<file path="src/rtl/i2cr_pkg.sv">
package i2cr_pkg;

  typedef enum logic [3:0] {
    ST_IDLE,
    ST_WAIT,
    ST_NACK,
    ST_LOW,
    ST_HIGH,
    ST_STOP_A,
    ST_STOP_B,
    ST_STOP_C,
    ST_STOP_D,
    ST_CHECK,
    ST_REINIT,
    ST_DONE,
    ST_FAIL
  } rec_state_e;

  // States whose length is one captured half-period
  function automatic logic is_timed(input rec_state_e s);
    return (s == ST_NACK)   || (s == ST_LOW)    || (s == ST_HIGH)   ||
           (s == ST_STOP_A) || (s == ST_STOP_B) || (s == ST_STOP_C) ||
           (s == ST_STOP_D) || (s == ST_REINIT);
  endfunction

  // States that can accept a new request
  function automatic logic is_rest(input rec_state_e s);
    return (s == ST_IDLE) || (s == ST_DONE) || (s == ST_FAIL);
  endfunction

endpackage

</file>
<file path="src/rtl/i2cr_span_counter.sv">
module i2cr_span_counter #(
  parameter int W = 8
) (
  input  logic         clk,
  input  logic         rst_n,
  input  logic         clr,
  input  logic         en,
  input  logic [W-1:0] limit,
  output logic         at_end
);

  logic [W-1:0] cnt;

  always_ff @(posedge clk or negedge rst_n) begin
    if (!rst_n)      cnt <= '0;
    else if (clr)    cnt <= '0;
    else if (en)     cnt <= cnt + 1'b1;
  end

  assign at_end = en && (cnt == limit - 1'b1);

  // a running span never passes its limit before the owner moves on
  p_span_bound_r4: assert property (@(posedge clk) disable iff (!rst_n)
    (en && !clr) |-> (cnt < limit));

endmodule

</file>
<file path="src/rtl/i2cr_tally.sv">
module i2cr_tally #(
  parameter int W   = 4,
  parameter int CAP = 9
) (
  input  logic         clk,
  input  logic         rst_n,
  input  logic         clr,
  input  logic         inc,
  output logic [W-1:0] count
);

  always_ff @(posedge clk or negedge rst_n) begin
    if (!rst_n)    count <= '0;
    else if (clr)  count <= '0;
    else if (inc)  count <= count + 1'b1;
  end

  // for the pulse tally, R7 for the attempt tally
  p_tally_cap_r4: assert property (@(posedge clk) disable iff (!rst_n)
    count <= W'(CAP));

endmodule

</file>
<file path="src/rtl/i2c_bus_clear.sv">
module i2c_bus_clear
  import i2cr_pkg::*;
#(
  parameter int HP_W        = 8,
  parameter int TIMEOUT_CYC = 64,
  parameter int MAX_TRIES   = 2,
  parameter int PULSES      = 9
) (
  input  logic            clk,
  input  logic            rst_n,
  input  logic            start_i,
  input  logic            sda_i,
  input  logic            scl_i,
  input  logic [HP_W-1:0] half_period_i,
  output logic            scl_oe_o,
  output logic            sda_oe_o,
  output logic            busy_o,
  output logic            done_o,
  output logic            fail_o
);

  localparam int TO_W = $clog2(TIMEOUT_CYC + 1);
  localparam int PC_W = $clog2(PULSES + 1);
  localparam int AC_W = $clog2(MAX_TRIES + 1);

  function automatic logic [HP_W-1:0] eff_half(input logic [HP_W-1:0] hp);
    return (hp == '0) ? HP_W'(1) : hp;
  endfunction

  rec_state_e state_q, state_d;
  logic [HP_W-1:0] h_q;
  logic [PC_W-1:0] pulse_cnt;
  logic [AC_W-1:0] attempt_cnt;

  // named events
  logic accept_ev, bus_idle, ph_end, wait_end, pulse_done_ev, attempt_fail_ev;
  logic last_pulse, last_attempt;

  assign bus_idle        = sda_i && scl_i;
  assign accept_ev       = start_i && is_rest(state_q);
  assign pulse_done_ev   = (state_q == ST_HIGH) && ph_end;
  assign attempt_fail_ev = (state_q == ST_CHECK) && !bus_idle;
  assign last_pulse      = (pulse_cnt == PC_W'(PULSES - 1));
  assign last_attempt    = (attempt_cnt == AC_W'(MAX_TRIES - 1));

  always_ff @(posedge clk or negedge rst_n) begin
    if (!rst_n) begin
      state_q <= ST_IDLE;
      h_q     <= HP_W'(1);
    end else begin
      state_q <= state_d;
      if (accept_ev) h_q <= eff_half(half_period_i);
    end
  end

  i2cr_span_counter #(.W(HP_W)) u_phase (
    .clk    (clk),
    .rst_n  (rst_n),
    .clr    (state_d != state_q),
    .en     (is_timed(state_q)),
    .limit  (h_q),
    .at_end (ph_end)
  );

  i2cr_span_counter #(.W(TO_W)) u_watch (
    .clk    (clk),
    .rst_n  (rst_n),
    .clr    (state_q != ST_WAIT),
    .en     (state_q == ST_WAIT),
    .limit  (TO_W'(TIMEOUT_CYC)),
    .at_end (wait_end)
  );

  i2cr_tally #(.W(PC_W), .CAP(PULSES)) u_pulses (
    .clk   (clk),
    .rst_n (rst_n),
    .clr   (state_q == ST_NACK),
    .inc   (pulse_done_ev),
    .count (pulse_cnt)
  );

  i2cr_tally #(.W(AC_W), .CAP(MAX_TRIES)) u_attempts (
    .clk   (clk),
    .rst_n (rst_n),
    .clr   (accept_ev),
    .inc   (attempt_fail_ev),
    .count (attempt_cnt)
  );

  always_comb begin
    state_d = state_q;
    case (state_q)
      ST_IDLE, ST_DONE, ST_FAIL: if (start_i) state_d = ST_WAIT;
      ST_WAIT: begin
        if (bus_idle)      state_d = ST_DONE;
        else if (wait_end) state_d = ST_NACK;
      end
      ST_NACK:   if (ph_end) state_d = ST_LOW;
      ST_LOW:    if (ph_end) state_d = ST_HIGH;
      ST_HIGH:   if (ph_end) state_d = last_pulse ? ST_STOP_A : ST_LOW;
      ST_STOP_A: if (ph_end) state_d = ST_STOP_B;
      ST_STOP_B: if (ph_end) state_d = ST_STOP_C;
      ST_STOP_C: if (ph_end) state_d = ST_STOP_D;
      ST_STOP_D: if (ph_end) state_d = ST_CHECK;
      ST_CHECK: begin
        if (bus_idle)          state_d = ST_DONE;
        else if (last_attempt) state_d = ST_FAIL;
        else                   state_d = ST_REINIT;
      end
      ST_REINIT: if (ph_end) state_d = ST_WAIT;
      default:   state_d = ST_IDLE;
    endcase
  end

  assign scl_oe_o = (state_q == ST_LOW)    || (state_q == ST_STOP_A) || (state_q == ST_STOP_B);
  assign sda_oe_o = (state_q == ST_STOP_B) || (state_q == ST_STOP_C);
  assign busy_o   = !is_rest(state_q);
  assign done_o   = (state_q == ST_DONE);
  assign fail_o   = (state_q == ST_FAIL);

  // SDA is released in the cycle before the first clock low of an attempt
  p_nack_first_r3: assert property (@(posedge clk) disable iff (!rst_n)
    ($rose(scl_oe_o) && pulse_cnt == '0) |-> $past(!sda_oe_o));

  // SDA only goes low under an already-low SCL
  p_sda_drive_r5: assert property (@(posedge clk) disable iff (!rst_n)
    $rose(sda_oe_o) |-> (scl_oe_o && $past(scl_oe_o)));

  // SDA only releases under an already-released SCL (STOP)
  p_stop_edge_r5: assert property (@(posedge clk) disable iff (!rst_n)
    $fell(sda_oe_o) |-> (!scl_oe_o && $past(!scl_oe_o)));

  // done only follows a cycle in which both lines read high
  p_done_idle_r6: assert property (@(posedge clk) disable iff (!rst_n)
    $rose(done_o) |-> $past(sda_i && scl_i));

  // failure only after the attempt limit is used up
  p_fail_limit_r7: assert property (@(posedge clk) disable iff (!rst_n)
    $rose(fail_o) |-> (attempt_cnt == AC_W'(MAX_TRIES)));

  // an accepted request makes the block busy on the next cycle
  p_busy_after_start_r9: assert property (@(posedge clk) disable iff (!rst_n)
    (start_i && !busy_o) |=> busy_o);

endmodule

</file>
<file path="config.mk">
export PLATFORM = sky130hd
export DESIGN_NAME = i2c_bus_clear
export DESIGN_NICKNAME = d
export VERILOG_FILES = /design/src/rtl/i2cr_pkg.sv /design/src/rtl/i2cr_span_counter.sv /design/src/rtl/i2cr_tally.sv /design/src/rtl/i2c_bus_clear.sv
export SDC_FILE = /design/constraint.sdc
export NUM_CORES = 1
export LEC_CHECK = 0
export BUFFER_PORTS_ARGS = -buffer_cell sky130_fd_sc_hd__buf_2
export CAP_MARGIN = 30
export CORE_UTILIZATION = 64
export CTS_CLUSTER_SIZE = 10
export DETAILED_ROUTE_END_ITERATION = 8
export HOLD_SLACK_MARGIN = 0.06
export PLACE_DENSITY = 0.85
export SLEW_MARGIN = 20
export SYNTH_ARGS = -nofsm -noshare
export SYNTH_HDL_FRONTEND = slang
export SYNTH_SLANG_ARGS = --single-unit
</file>
<file path="constraint.sdc">
create_clock -name clk -period 3.75 [get_ports clk]
set_input_delay 0.75 -clock clk [delete_from_list [all_inputs] [get_ports clk]]
set_output_delay 0.75 -clock clk [all_outputs]
set_load 0.005 [all_outputs]
</file>
# --- Word level (Yosys, flattened, before mapping) ---
# Index checks and enable logic that the tools add are counted.
classes:
  addsub: 5
  eq_ne: 18
  muxes: 24
  reduce_logical: 27
op_table:
  columns: ["cell", "n"]
  rows:
  - ["$mux W4", 13]
  - ["$pmux W4 S11", 1]
  - ["$eq A4 B4 Y1 const B", 6]
  - ["$mux W8", 3]
  - ["$eq A4 B3 Y1 const B", 4]
  - ["$mux W7", 2]
  - ["$logic_or A1 B1 Y1", 12]
  - ["$mux W3", 3]
  - ["$add A8 B1 Y8 const B", 1]
  - ["$eq A4 B2 Y1 const B", 2]
  - ["$eq A8 B8 Y1", 1]
  - ["$logic_not A8 Y1", 1]
  - ["$reduce_bool A2 Y1", 4]
  - ["$sub A8 B1 Y8 const B", 1]
  - ["$add A7 B1 Y7 const B", 1]
  - ["$eq A7 B6 Y1 const B", 1]
  - ["$logic_and A1 B1 Y1", 6]
  - ["$add A4 B1 Y4 const B", 1]
  - ["$eq A4 B1 Y1 const B", 1]
  - ["$logic_not A4 Y1", 1]
  - ["$mux W2", 2]
  - ["$ne A4 B1 Y1 const B", 1]
  - ["$ne A4 B4 Y1", 1]
  - ["$reduce_or A3 Y1", 1]
  - ["3 further kinds", 4]
word_totals:
  out_inout_bits: 5
  regBits: 33
  wordCells: 80

# --- Logic depth before layout (Yosys ltp) ---
logic_depth:
  depth_word: 13
  mapped_depth: 10
  ltp_nobuf: 9

# --- Hierarchy ---
# A second synthesis with hierarchy kept.
unflattened:
  cells_unflattened: 261
  area_unflattened_um2: 2414.8
modules_own_cells:
  columns: ["module", "cells_each", "area_each_um2", "n_inst", "seq_area_each_um2"]
  rows:
  - ["i2c_bus_clear", 110, 964.7, 1, 301.5]
  - ["i2cr_span_counter at u_phase", 70, 615.6, 1, 200.2]
  - ["i2cr_span_counter at u_watch", 58, 553.0, 1, 175.2]
  - ["i2cr_tally at u_pulses", 16, 192.7, 1, 100.1]
  - ["i2cr_tally at u_attempts", 7, 88.8, 1, 50.0]

# --- Least setup slack after synthesis ---
# Ideal clock, no wire load.
synth_path:
  path_type: "register -> register"
  startpoint: "reg h_q[0]"
  endpoint: "reg state_q[0]"
  path_buffers: 1
  path_stages_with_launch: 11
  path_slack_ps: 1375
  arrival_ps: 2233
  path_cell_list: "dfstp_2 > inv_1 > ha_1 > clkbuf_1 > nand2b_1 > nand3_1 > o21ai_0 > a2111oi_4 > o21ai_4 > a21oi_4 > o221ai_1"
synth_between:
  elab_chain_len: 5
synth_lines:
  columns: ["element", "line_no", "rtl"]
  rows:
  - ["start: declaration", "i2c_bus_clear.sv:31", "logic [HP_W-1:0] h_q;"]
  - ["start signal: assignment", "i2c_bus_clear.sv:52", "if (accept_ev) h_q <= eff_half(half_period_i);"]
  - ["$sub A8 B1 Y8 *", "i2cr_span_counter.sv:20", "assign at_end = en && (cnt == limit - 1'b1);"]
  - ["$eq A8 B8 Y1 *", "i2cr_span_counter.sv:20", null]
  - ["$logic_and A1 B1 Y1 *", "i2cr_span_counter.sv:20", null]
  - ["$mux W4 (tied with other cells)", "i2c_bus_clear.sv:110", "ST_REINIT: if (ph_end) state_d = ST_WAIT;"]
  - ["$pmux W4 S11 *", "i2c_bus_clear.sv:92", "case (state_q)"]
  - ["net state_d[0]", "i2c_bus_clear.sv:30", "rec_state_e state_q, state_d;"]
  - ["end signal: assignment", "i2c_bus_clear.sv:51", "state_q <= state_d;"]
  - ["end: declaration", "i2c_bus_clear.sv:30", null]
# The timed path passes the listed nets; every way through them passes the cells marked *.
# A chain may end at the register's enable or synchronous reset.

# --- Final worst setup path ---
layout_path:
  startpoint: "reg state_q[2]"
  endpoint: "out busy_o"
layout_between:
  elab_chain_len: 4
layout_lines:
  columns: ["element", "line_no", "rtl"]
  rows:
  - ["$eq A4 B4 Y1 or $logic_not A4 Y1 (tied branches)", "i2cr_pkg.sv:28", "return (s == ST_IDLE) || (s == ST_DONE) || (s == ST_FAIL);"]
  - ["$logic_or A1 B1 Y1", "i2cr_pkg.sv:28", null]
  - ["$logic_or A1 B1 Y1 *", "i2cr_pkg.sv:28", null]
  - ["$logic_not A1 Y1 *", "i2c_bus_clear.sv:117", "assign busy_o = !is_rest(state_q);"]
  - ["end: declaration", "i2c_bus_clear.sv:17", "output logic busy_o,"]
# Every way passes the cells marked *; elsewhere a longest branch is shown, timed or not.

==> qor.txt <==
Drt pass-1 iters - 4
Peak supply drop - 0.000417 V
Layout cells sized above 1 - 17.3%
Fraction of registers with async set/reset - 100%
Iteration-0 DRC Markers - 87
Commonest cells in the synthesized netlist - dfrtp_1 (32), nor2_1 (21), nand2_1 (20), xor2_1 (14)
Post-route clock skew - 0.0138 ns
Clk pwr share - 19.1%
Net Sw Power - 0.000785 W
Crit share post-route - 70.4%
Final-report max-slew violation count - 0
Yosys reg bits - 33
Final hold vios - 0
PortBufs - 17
Fin Setup TNS - 0 ns
Filler cell count - 237
EDFF count, synth - 0
Unrepaired setup endpoints after global routing - no
Lkg Pwr - 1.01 nW
Routability Congestion - 0.892
Die area - 3560 µm²
Worst-Margin Slew - 0.718 ns
Diode count - 0
Root Driver - clkbuf_4
Multi-input logic area - 1220 µm²
Antenna Nets Post-Route - 0
Critical path launch point type - flop
CTS-repair resized insts - 0
Cell area after synthesis - 2130 µm²
Syn_area_per_cell - 9.42 µm²
WL per Instance - 14.2 µm
Cell taking the most area after synthesis - dfrtp_1
Post-DP HPWL - 2.98 mm
Largest net degree at the start of global routing - 34
WP buf/inv - 2
Total CTS buffers - 5
Synthesis-to-finish area growth - 9.64%
HP Class - in -> async
Primary FF master, synth - dfrtp_1
Status - finished, final reports clean
Setup ws final - 1.11 ns
CP Data Required Time - 3.00 ns
Max clock buf depth - 2
CTS hold repair buffers - 0
Logic pwr share - 46.0%
Place WS - 1.23 ns
Chip Width - 59.7 µm
Final nets - 261
Worst path max stage delay - 0.62 ns
CTS sink cnt - 33
Total length of routed wires - 4.09 mm
# rows - 20
Max-cap violation count - 0
Most common cell in the synthesized netlist - dfrtp_1
Unique cell type count in the Yosys netlist - 48
First-pass GRT wire length - 7.02 mm
Fin crit period - 2.64 ns
Setup bufs post-CTS - 0
CTS tree - yes
Cells after Synth - 226
GRT Resource Usage Total - 26.9%
Final Util - 75.2%
Worst-path clk slew - 0.12 ns
CP Data Arrival Time - 1.89 ns
Initial core utilization - 68.6%
CP max-delay cell - dfrtp_1
Crit path kind - reg -> out
Top Family by Delay on Critical Path - flip-flops
Residual DRC - 0
Sequential cell area - 827 µm²
Post-Place Cell Area - 2230 µm²
Total power - 0.00179 W
Total core area - 3100 µm²
FMAX - 0.379 GHz
Final setup vio count - 0
Slew HR - 52.1%
Post-synth top area share - 37.6%
I/O pin count - 18
Non-Filler Cell Area, Final - 2330 µm²
Seq/Total Area, Yosys - 38.9%
Reg power frac - 34.9%
Reg2reg setup slack - 1.23 ns
CP Capture Type - primary output
Power Density - 768 nW/µm²
# H-tree levels - 2
Crit-path max FO - 14
Vias in the first global route - 1619
Switching portion of total power - 43.8%
Cell breakdown of the critical path - or3b_2 > o21ai_0 > a22o_1 > inv_1 > buf_2
Ys Warns - 0
Vias post-DR - 1706
Largest cells by area after synthesis - dfrtp_1 (38%), xor2_1 (5.8%), xnor2_1 (4.5%)
Initial antenna violation count - 0
Clk_lat worst skew - 0.35 ns
Vias per inst - 5.94
Chip height - 59.7 µm
GRT overflow - 0
P_int - 0.00101 W
Syn Nets - 245
==> power groups by stage <==
stage          logic (W)  registers (W)  clock network [W]
3_5_place_dp    0.000821       0.000626                  0
2_1_floorplan   0.000736       0.000544                  0
5_1_grt         0.000923       0.000642           0.000363
3_3_place_gp    0.000810       0.000623                  0
4_1_cts         0.000826       0.000620           0.000346
6_report        0.000824       0.000625           0.000343
==> path summary, 6_finish.rpt <==
| kind | from | endpoint | cells past startpoint |
|---|---|---|---|
| worst min register to register | u_watch.cnt[0] | u_watch.cnt[0] | 1 |
| max in group asynchronous | rst_n | u_pulses.count[2] | 1 |
| min in group clk | u_watch.cnt[0] | u_watch.cnt[0] | 1 |
| worst max register to register | h_q[0] | state_q[0] | 9 |
| worst max-delay path | state_q[2] | busy_o | 5 |
| worst min-delay path | rst_n | u_watch.cnt[3] | 1 |
==> placed cells by master (no fill, tap or decap), types with 2 or more instances in the layout <==
master | netlist | final
clkbuf_4 | 0 | 5
nor2_1 | 21 | 21
inv_1 | 11 | 11
nor3_1 | 6 | 6
mux2i_1 | 4 | 4
a211oi_1 | 2 | 2
a21oi_4 | 2 | 2
nor4_1 | 9 | 9
nand3_1 | 10 | 10
o221ai_1 | 2 | 2
nand2b_1 | 4 | 4
and4_1 | 2 | 2
xor2_1 | 14 | 14
nand3b_1 | 3 | 3
buf_2 | 3 | 17
a21oi_1 | 10 | 10
bufinv_16 | 0 | 2
mux2_2 | 7 | 7
dfrtp_1 | 32 | 32
nand2_1 | 20 | 20
nand4_1 | 4 | 4
ha_1 | 6 | 6
o21ai_0 | 10 | 10
and3_1 | 4 | 4
a22o_1 | 2 | 2
xnor2_1 | 11 | 11
==> per-layer routing <==
| metal | wire, µm | vias up | track usage (%) | part of all wire, % |
|---|---|---|---|---|
| li1 | - | 846 | - | - |
| met1 | 1750 | 793 | 33.5 | 43 |
| met2 | 2020 | 59 | 43.0 | 49 |
| met3 | 248 | 8 | 7.58 | 6.1 |
| met4 | 65 | 0 | 12.6 | 1.6 |
| met5 | 0 | - | 0 | 0 |
==> cell type report <==
cell class / count / area share [%]
clock buffer: 5 / 1.61
multi-input combinational: 174 / 52.2
inverter: 11 / 1.77
tap: 44 / 2.36
sequential: 33 / 35.4
timing repair buffer: 17 / 3.65
clock inverter: 3 / 2.95
==> per-stage QoR <==
stage	hold slack [ns]	cells
4_1_cts	0.462	287
6_report	0.438	287
3_3_place_gp	0.448	279
2_1_floorplan	0.433	226
3_5_place_dp	0.452	279
5_1_grt	0.475	287
==> cell families (layout without fill, tap and decap cells) <==
group / after synthesis / after routing / synth area share (%)
flip-flops: 33 / 33 / 38.9
adder cells (fa/ha/maj): 6 / 6 / 3.53
AO/OA/AOI/OAI: 42 / 42 / 15.5
multiplexers: 11 / 11 / 5.59
buffers and inverters: 19 / 36 / 3.88
AND/OR/NAND/NOR: 90 / 90 / 22.4
XOR/XNOR: 25 / 25 / 10.3
==> state kept, by name (all words and copies together), names as in the netlist <==
| signal | flops |
|---|---|
| u_watch.cnt | 7 |
| u_attempts.count | 2 |
| u_pulses.count | 4 |
| u_phase.cnt | 8 |
| h_q | 8 |
| state_q | 4 |
(Power assumes the default switching activity.)
